$ cat config.mk
export PLATFORM = sky130hd
export DESIGN_NAME = i2c_irq_ctrl
export DESIGN_NICKNAME = d
export VERILOG_FILES = /design/src/rtl/i2c_irq_pkg.sv /design/src/rtl/irq_src_latch.sv /design/src/rtl/irq_abort_src.sv /design/src/rtl/irq_enable_sync.sv /design/src/rtl/i2c_irq_ctrl.sv
export SDC_FILE = /design/constraint.sdc
export NUM_CORES = 1
export LEC_CHECK = 0
export ABC_CLOCK_PERIOD_IN_PS = 3750
export BUFFER_PORTS_ARGS = -buffer_cell sky130_fd_sc_hd__buf_2
export CAP_MARGIN = 10
export CORE_MARGIN = 2
export CORE_UTILIZATION = 50
export DETAILED_ROUTE_END_ITERATION = 16
export PLACE_DENSITY_LB_ADDON = 0.15
export REMOVE_ABC_BUFFERS = 1
export SLEW_MARGIN = 10
export SYNTH_ARGS = -nofsm -noshare
export SYNTH_HDL_FRONTEND = slang
export SYNTH_SLANG_ARGS = --single-unit
$ cat constraint.sdc
create_clock -name clk -period 3.75 [get_ports clk]
set_clock_uncertainty 0.05 [all_clocks]
set_input_delay 0.1875 -clock clk [delete_from_list [all_inputs] [get_ports clk]]
set_output_delay 0.1875 -clock clk [all_outputs]
set_load 0.02 [all_outputs]
$ cat src/rtl/i2c_irq_pkg.sv
package i2c_irq_pkg;

    localparam int NUM_SRC = 12;
    localparam int ADDR_W  = 5;

    // status bit positions
    localparam int B_RXUF = 0;
    localparam int B_RXOF = 1;
    localparam int B_RXHI = 2;
    localparam int B_TXOF = 3;
    localparam int B_TXLO = 4;
    localparam int B_RREQ = 5;
    localparam int B_TABT = 6;
    localparam int B_RXDN = 7;
    localparam int B_ACTV = 8;
    localparam int B_STOP = 9;
    localparam int B_STRT = 10;
    localparam int B_GCAL = 11;

    localparam logic [NUM_SRC-1:0] LEVEL_MASK = NUM_SRC'((1 << B_TXLO) | (1 << B_RXHI));
    localparam logic [NUM_SRC-1:0] LATCH_MASK = ~LEVEL_MASK;

    // register addresses
    localparam logic [ADDR_W-1:0] A_RAW    = 5'd0;
    localparam logic [ADDR_W-1:0] A_MASK   = 5'd1;
    localparam logic [ADDR_W-1:0] A_MSTAT  = 5'd2;
    localparam logic [ADDR_W-1:0] A_CLRALL = 5'd3;
    localparam logic [ADDR_W-1:0] A_ENCMD  = 5'd14;
    localparam logic [ADDR_W-1:0] A_ENST   = 5'd15;
    localparam logic [ADDR_W-1:0] A_ABRT   = 5'd16;

    // per-source read-to-clear decode
    function automatic logic [NUM_SRC-1:0] clr_sel(input logic [ADDR_W-1:0] a);
        logic [NUM_SRC-1:0] s;
        s = '0;
        case (a)
            5'd4:  s[B_RXUF] = 1'b1;
            5'd5:  s[B_RXOF] = 1'b1;
            5'd6:  s[B_TXOF] = 1'b1;
            5'd7:  s[B_RREQ] = 1'b1;
            5'd8:  s[B_TABT] = 1'b1;
            5'd9:  s[B_RXDN] = 1'b1;
            5'd10: s[B_ACTV] = 1'b1;
            5'd11: s[B_STOP] = 1'b1;
            5'd12: s[B_STRT] = 1'b1;
            5'd13: s[B_GCAL] = 1'b1;
            default: s = '0;
        endcase
        return s;
    endfunction

endpackage

$ cat src/rtl/irq_src_latch.sv
module irq_src_latch
    import i2c_irq_pkg::*;
#(
    parameter int                 N      = NUM_SRC,
    parameter logic [N-1:0]       STICKY = LATCH_MASK
) (
    input  logic         clk,
    input  logic         rst_n,
    input  logic         en,
    input  logic [N-1:0] evt,
    input  logic [N-1:0] lvl,
    input  logic [N-1:0] clr,
    output logic [N-1:0] latched,
    output logic [N-1:0] status
);

    for (genvar i = 0; i < N; i++) begin : g_bit
        if (STICKY[i]) begin : g_sticky
            logic bit_d, bit_q;

            always_comb begin
                bit_d = bit_q;
                if (clr[i]) begin
                    bit_d = 1'b0;
                end
                if (en && evt[i]) begin
                    bit_d = 1'b1;
                end
            end

            always_ff @(posedge clk or negedge rst_n) begin
                if (!rst_n) begin
                    bit_q <= 1'b0;
                end else begin
                    bit_q <= bit_d;
                end
            end

            assign latched[i] = bit_q;
            assign status[i]  = bit_q;
        end else begin : g_level
            assign latched[i] = 1'b0;
            assign status[i]  = lvl[i];
        end
    end

endmodule

$ cat src/rtl/irq_abort_src.sv
module irq_abort_src #(
    parameter int W = 16
) (
    input  logic         clk,
    input  logic         rst_n,
    input  logic         en,
    input  logic         abort_evt,
    input  logic [W-1:0] reason,
    input  logic         clr,
    output logic [W-1:0] src
);

    typedef struct packed {
        logic [W-1:0] bits;
    } abrt_t;

    abrt_t st_d, st_q;

    always_comb begin
        st_d = st_q;
        if (clr) begin
            st_d.bits = '0;
        end
        if (en && abort_evt) begin
            st_d.bits = st_d.bits | reason;
        end
    end

    always_ff @(posedge clk or negedge rst_n) begin
        if (!rst_n) begin
            st_q <= '0;
        end else begin
            st_q <= st_d;
        end
    end

    assign src = st_q.bits;

endmodule

$ cat src/rtl/irq_enable_sync.sv
module irq_enable_sync #(
    parameter int IDLE_CYCLES = 4
) (
    input  logic clk,
    input  logic rst_n,
    input  logic cmd_wr,
    input  logic cmd_val,
    input  logic bus_idle,
    output logic cmd,
    output logic state
);

    localparam int CW = (IDLE_CYCLES > 1) ? $clog2(IDLE_CYCLES) : 1;
    localparam logic [CW-1:0] LAST = CW'(IDLE_CYCLES - 1);

    typedef struct packed {
        logic          cmd;
        logic          state;
        logic [CW-1:0] cnt;
    } en_t;

    en_t st_d, st_q;

    always_comb begin
        st_d = st_q;
        if (cmd_wr) begin
            st_d.cmd = cmd_val;
        end
        if (st_q.cmd && !st_q.state) begin
            st_d.state = 1'b1;
            st_d.cnt   = '0;
        end else if (!st_q.cmd && st_q.state) begin
            if (!bus_idle) begin
                st_d.cnt = '0;
            end else if (st_q.cnt == LAST) begin
                st_d.state = 1'b0;
                st_d.cnt   = '0;
            end else begin
                st_d.cnt = st_q.cnt + 1'b1;
            end
        end else begin
            st_d.cnt = '0;
        end
    end

    always_ff @(posedge clk or negedge rst_n) begin
        if (!rst_n) begin
            st_q <= '0;
        end else begin
            st_q <= st_d;
        end
    end

    assign cmd   = st_q.cmd;
    assign state = st_q.state;

endmodule

$ cat src/rtl/i2c_irq_ctrl.sv
module i2c_irq_ctrl
    import i2c_irq_pkg::*;
#(
    parameter int DATA_W      = 16,
    parameter int ABRT_W      = 16,
    parameter int IDLE_CYCLES = 4
) (
    input  logic              clk,
    input  logic              rst_n,
    input  logic              bus_sel,
    input  logic              bus_wr,
    input  logic [ADDR_W-1:0] bus_addr,
    input  logic [DATA_W-1:0] bus_wdata,
    output logic [DATA_W-1:0] bus_rdata,
    input  logic [NUM_SRC-1:0] evt_i,
    input  logic              tx_below_i,
    input  logic              rx_above_i,
    input  logic [ABRT_W-1:0] abrt_reason_i,
    input  logic              bus_idle_i,
    output logic              irq_o,
    output logic              en_state_o
);

    typedef struct packed {
        logic [NUM_SRC-1:0] mask;
    } regs_t;

    regs_t r_d, r_q;

    logic               rd_stb, wr_stb;
    logic [NUM_SRC-1:0] lvl_vec, clr_vec, status, latched_q, mask_q;
    logic [ABRT_W-1:0]  abrt_q;
    logic               en_cmd, en_state;

    assign rd_stb = bus_sel && !bus_wr;
    assign wr_stb = bus_sel && bus_wr;

    always_comb begin
        lvl_vec         = '0;
        lvl_vec[B_TXLO] = tx_below_i;
        lvl_vec[B_RXHI] = rx_above_i;
    end

    always_comb begin
        clr_vec = '0;
        if (rd_stb) begin
            clr_vec = clr_sel(bus_addr);
            if (bus_addr == A_CLRALL) begin
                clr_vec = '1;
            end
        end
    end

    irq_src_latch #(
        .N      (NUM_SRC),
        .STICKY (LATCH_MASK)
    ) u_latch (
        .clk     (clk),
        .rst_n   (rst_n),
        .en      (en_state),
        .evt     (evt_i),
        .lvl     (lvl_vec),
        .clr     (clr_vec),
        .latched (latched_q),
        .status  (status)
    );

    irq_abort_src #(
        .W (ABRT_W)
    ) u_abrt (
        .clk       (clk),
        .rst_n     (rst_n),
        .en        (en_state),
        .abort_evt (evt_i[B_TABT]),
        .reason    (abrt_reason_i),
        .clr       (clr_vec[B_TABT] && !(bus_addr == A_CLRALL)),
        .src       (abrt_q)
    );

    irq_enable_sync #(
        .IDLE_CYCLES (IDLE_CYCLES)
    ) u_en (
        .clk      (clk),
        .rst_n    (rst_n),
        .cmd_wr   (wr_stb && (bus_addr == A_ENCMD)),
        .cmd_val  (bus_wdata[0]),
        .bus_idle (bus_idle_i),
        .cmd      (en_cmd),
        .state    (en_state)
    );

    always_comb begin
        r_d = r_q;
        if (wr_stb && (bus_addr == A_MASK)) begin
            r_d.mask = bus_wdata[NUM_SRC-1:0];
        end
    end

    always_ff @(posedge clk or negedge rst_n) begin
        if (!rst_n) begin
            r_q <= '0;
        end else begin
            r_q <= r_d;
        end
    end

    assign mask_q = r_q.mask;

    always_comb begin
        bus_rdata = '0;
        if (rd_stb) begin
            case (bus_addr)
                A_RAW:    bus_rdata = DATA_W'(status);
                A_MASK:   bus_rdata = DATA_W'(mask_q);
                A_MSTAT:  bus_rdata = DATA_W'(status & mask_q);
                A_CLRALL: bus_rdata = DATA_W'(latched_q);
                A_ENCMD:  bus_rdata = DATA_W'(en_cmd);
                A_ENST:   bus_rdata = DATA_W'(en_state);
                A_ABRT:   bus_rdata = DATA_W'(abrt_q);
                default:  bus_rdata = DATA_W'(|(latched_q & clr_sel(bus_addr)));
            endcase
        end
    end

    assign irq_o      = |(status & mask_q);
    assign en_state_o = en_state;

endmodule

---- After elaboration in Yosys (flattened, before gate mapping) ----
Cells that the tools add are included.
word-level totals
  output and inout port bits .............. 18
  register bits ........................... 42
  logic and storage cells ................. 141
cells by class
  eq/ne operators ......................... 17
  bitwise operators ....................... 4
  muxes and demuxes ....................... 65
  reduce and logical (&&, ||, !) cells .... 39
  add/sub/neg operators ................... 1
operators with widths
  kind                   number
  $pmux W16 S7           1
  $mux W1                55
  $mux W16               3
  $eq A5 B4 Y1 const B   8
  $and A12 B12 Y12       3
  $reduce_bool A2 Y1     13
  $mux W12               2
  $reduce_or A12 Y1      2
  $eq A5 B3 Y1 const B   4
  $logic_and A1 B1 Y1    17
  $or A16 B16 Y16        1
  $eq A5 B2 Y1 const B   2
  $reduce_or A7 Y1       1
  $mux W2                3
  $eq A5 B1 Y1 const B   1
  $eq A5 B5 Y1 const B   1
  $logic_not A5 Y1       1
  $logic_not A1 Y1       4
  $mux W3                1
  $reduce_and A3 Y1      1
  $add A2 B1 Y2 const B  1
  $eq A2 B2 Y1 const B   1

---- Longest topological paths before layout ----
  depth in word-level cells ............... 8
  depth in mapped cells ................... 6
  gate-level depth less buffers ........... 5

---- Modules after synthesis ----
From an unflattened synthesis, not the netlist that was laid out.
second synthesis, totals
  cells, all modules ...................... 292
  area, all modules ....................... 2816.5 um2
by module, submodules not included
  module           times used  area each (um2)  cells an instance
  i2c_irq_ctrl     1           1440.1           172
  irq_src_latch    1           608.1            66
  irq_abort_src    1           578.1            37
  irq_enable_sync  1           190.2            17

---- Worst setup path before layout ----
Ideal clock, no wire load.
  path type ............................... input port to output port
  from .................................... input bus_addr[0]
  to ...................................... output bus_rdata[0]
  buffers on the path ..................... 1
  cell stages on the path ................. 5
  arrival ................................. 1495 ps
  path slack .............................. 2018 ps
  cell sequence ........................... buf_2 nand3b_1 a2111oi_0 a311oi_1 a211oi_1
between the ends
  longest elaborated chain between the ends .. 8
  elaborated cells on any way between the ends .. 51
  those cells by class .................... 16 x eq/ne; 32 x mux; 1 x bitwise; 2 x reduce/logical
ends and longest elaborated chain
  element                                       RTL line             text
  from (decl)                                   i2c_irq_ctrl.sv:12   input logic [ADDR_W-1:0] bus_addr,
  $eq A5 B3 Y1 or $eq A5 B4 Y1 (tied branches)  i2c_irq_pkg.sv:36    case (a)
  $mux W1                                       i2c_irq_pkg.sv:36
  $mux W1                                       i2c_irq_ctrl.sv:112  case (bus_addr)
  $mux W1                                       i2c_irq_ctrl.sv:111  if (rd_stb) begin
  $and A12 B12 Y12                              i2c_irq_ctrl.sv:120  default: bus_rdata = DATA_W'(|(latched_q & clr_sel(bus_addr)));
  $reduce_or A12 Y1                             i2c_irq_ctrl.sv:120
  $pmux W16 S7 *                                i2c_irq_ctrl.sv:112
  $mux W16 *                                    i2c_irq_ctrl.sv:111
  to (decl)                                     i2c_irq_ctrl.sv:14   output logic [DATA_W-1:0] bus_rdata,
Every way passes the cells marked *; elsewhere a longest branch is shown, timed or not. The select of a mux whose other input is x is not followed.

---- Final worst setup path ----
  from .................................... input bus_addr[1]
  to ...................................... output bus_rdata[0]
Same word-level chain as after synthesis.

==> flow_metrics.env <==
export IMPL_ctsHoldBuffers=0
export IMPL_grt_total_usage=0.257
export IMPL_met2_usage=0.388
export IMPL_die_y_um=73.8
export IMPL_layout_drive_gt1_share=0.275
export IMPL_clock_sinks=42
export IMPL_min_period_ns=2.47
export IMPL_cts_buffer_depth=2
export IMPL_leakage_nw=1.29
export IMPL_final_common_cell="buf_2"
export IMPL_dp_hpwl_um=4520
export IMPL_fill_cells=442
export IMPL_synth_area_um2=2440
export IMPL_syn_avg_cell_area_um2=9.95
export IMPL_cts_resized=0
export IMPL_via_count=2213
export IMPL_drt_wl_total_um=6490
export IMPL_period_share=0.660
export IMPL_grt_setup_unrepaired="false"
export IMPL_final_core_util=0.607
export IMPL_hold_class="in2async"
export IMPL_p_per_area_nw_per_um2=369
export IMPL_place_inst=363
export IMPL_cts_root_buf="clkbuf_8"
export IMPL_clk_pin_slew_worst_paths_ns=0.08
export IMPL_vdd_drop_max_uv=275
export IMPL_first_iter_violations=229
export IMPL_cp_end_kind="primary output"
export IMPL_internal_power_mw=0.734
export IMPL_h_tree_depth=2
export IMPL_synth_seq_cells=42
export IMPL_busiest_layer="met2"
export IMPL_yosysSeqAreaShare=0.431
export IMPL_cp_max_fo=22
export IMPL_ant_nets=0
export IMPL_stdcell_area_um2=2870
export IMPL_relSlewSlack=0.364
export IMPL_grt_met3_usage=0.0466
export IMPL_core_area_um2=4720
export IMPL_final_cell_mix="67 x buf_2, 42 x dfrtp_1, 27 x a22o_1"
export IMPL_vias_per_cell=6.00
export IMPL_ys_types=41
export IMPL_power_mw=1.06
export IMPL_finalNetCount=362
export IMPL_port_buffer_count=67
export IMPL_fp_dieW_um=73.8
export IMPL_drcViolationCount=0
export IMPL_hold_ws_ns=-0.0195
export IMPL_start_util=0.516
export IMPL_start_kind="primary input"
export IMPL_grt_overflow_total=0
export IMPL_cts_tree="yes"
export IMPL_setup_viol=0
export IMPL_critical_path_class="in2out"
export IMPL_use_met1=0.365
export IMPL_power_switching_mw=0.323
export IMPL_yosys_warnings=0
export IMPL_antenna_found_initial=0
export IMPL_crit_arrival_ns=2.24
export IMPL_diodes=0
export IMPL_cts_inserted_buffers=5
export IMPL_globalplace_congestion=0.884
export IMPL_instances_no_fill=369
export IMPL_fin_setup_tns_ns=0
export IMPL_io_pin_count=74
export IMPL_rows=25
export IMPL_grt_max_degree=43
export IMPL_die_area_um2=5450
export IMPL_violations="negative hold slack"
export IMPL_worstMarginPinSlew_ns=0.954
export IMPL_grt_first_pass_wirelength_um=10500
export IMPL_grt_pass1_vias=2083
export IMPL_syn_to_final_growth_pct=17.6
export IMPL_combPwrFrac=0.201
export IMPL_insertion_delay_ns=0.30
export IMPL_post_dp_cell_area_um2=2780
export IMPL_wl_per_cell_um=17.6
export IMPL_dr_pass1_iters=4
export IMPL_outcome="complete, but fails checks"
export IMPL_hold_viol_final=42
export IMPL_clkPwrFrac=0.278
export IMPL_max_clock_freq_ghz=0.404
export IMPL_required_ns=3.51
export IMPL_sw_frac_of_total=0.306
export IMPL_power_frac_seq=0.521
export IMPL_slew_viol_final=0
export IMPL_maxCapViolCount=0
export IMPL_cts_setup_buffers=0
export IMPL_synth_cells=245
[logic make-up after synthesis]
logic type,share of synthesized area
AO/OA/AOI/OAI,0.252
XOR/XNOR,0.0144
adder cells (fa/ha/maj),0.0154
buffers and inverters,0.0488
flip-flops,0.431
multiplexers,0.0729
AND/OR/NAND/NOR,0.166
[critical path, cell delays in order]
cell,delay (ns)
buf_2,0.36
nor2b_1,0.81
o21ai_0,0.23
a311oi_1,0.34
a211oi_1,0.11
buf_2,0.18
[per-layer routing]
layer,share of wire,vias up
met1,0.46,1087
li1,-,1044
met2,0.47,71
met5,0,-
met3,0.052,11
met4,0.020,0
[flip-flops by register name, summed over array words and instances (netlist names)]
signal,cells
u_en.state,1
u_abrt.src,16
u_latch.g_bit.g_sticky.bit_q,10
u_en.cmd,1
mask_q,12
u_en.st_q,2
[final timing paths]
path | startpoint | to | slack (ns) | cells after the start
setup / recovery | bus_addr[1] | bus_rdata[0] | 1.28 | 6
hold / removal | rst_n | u_abrt.src[13]$_DFF_PN0_ | -0.02 | 1
setup reg to reg | u_en.state$_DFFE_PN0P_ | u_abrt.src[4]$_DFF_PN0_ | 2.12 | 2
hold reg to reg | u_en.st_q[0]$_DFF_PN0_ | u_en.st_q[0]$_DFF_PN0_ | 0.39 | 1
max in group asynchronous | rst_n | mask_q[7]$_DFFE_PN0P_ | 3.08 | 1
min in group clk | evt_i[0] | u_latch.g_bit[0].g_sticky.bit_q$_DFFE_PN0P_ | 0.03 | 3
[through the flow]
stage	hold slack, ns	worst slack [ns]
finish	-0.0195	1.28
floorplan	-0.158	1.87
global route	0.0387	1.08
detailed placement	0.331	1.34
CTS	0.00921	1.32
global placement	0.328	1.41
[power by group through the flow]
stage,sequential (mW),clock (mW),combinational [mW]
final,0.550,0.294,0.213
after global routing,0.557,0.317,0.241
after CTS,0.549,0.297,0.213
after detailed placement,0.558,0,0.211
after global placement,0.557,0,0.206
after floorplan,0.543,0,0.124
[synthesized netlist by cell type, drive strengths merged]
master,count,area (um2)
and3,14,92.6
clkbuf,10,37.5
nand3,13,65.1
a22o,27,236
inv,8,30.0
nand2b,7,43.8
nor3b,1,7.51
nor2,10,37.5
nand4,1,6.26
and2,2,12.5
a31oi,2,12.5
a311oi,1,8.76
a211o,2,17.5
ha,3,37.5
a211oi,2,20.0
nor2b,4,25.0
dfrtp,42,1050
a2111oi,1,8.76
buf,8,51.3
or2,2,15.0
a221oi,4,35.0
xor2,4,35.0
nand2,7,26.3
o22ai,1,6.26
mux2i,2,20.0
and3b,1,8.76
a32o,2,20.0
nand3b,3,22.5
nor3,4,20.0
a21oi,12,60.1
a22oi,12,90.1
mux2,14,158
o41ai,2,17.5
nor4,1,21.3
o21ai,16,80.1
[layout make-up]
| type | instances | area (um2) | share of cell area |
|---|---|---|---|
| inverters | 8 | 30.0 | 0.0105 |
| repair buffers | 69 | 350 | 0.122 |
| clock buffers | 6 | 82.6 | 0.0288 |
| well taps | 67 | 83.8 | 0.0293 |
| flip-flops and latches | 42 | 1050 | 0.367 |
| multi-input cells | 177 | 1270 | 0.442 |
(Power assumes the default switching activity.)
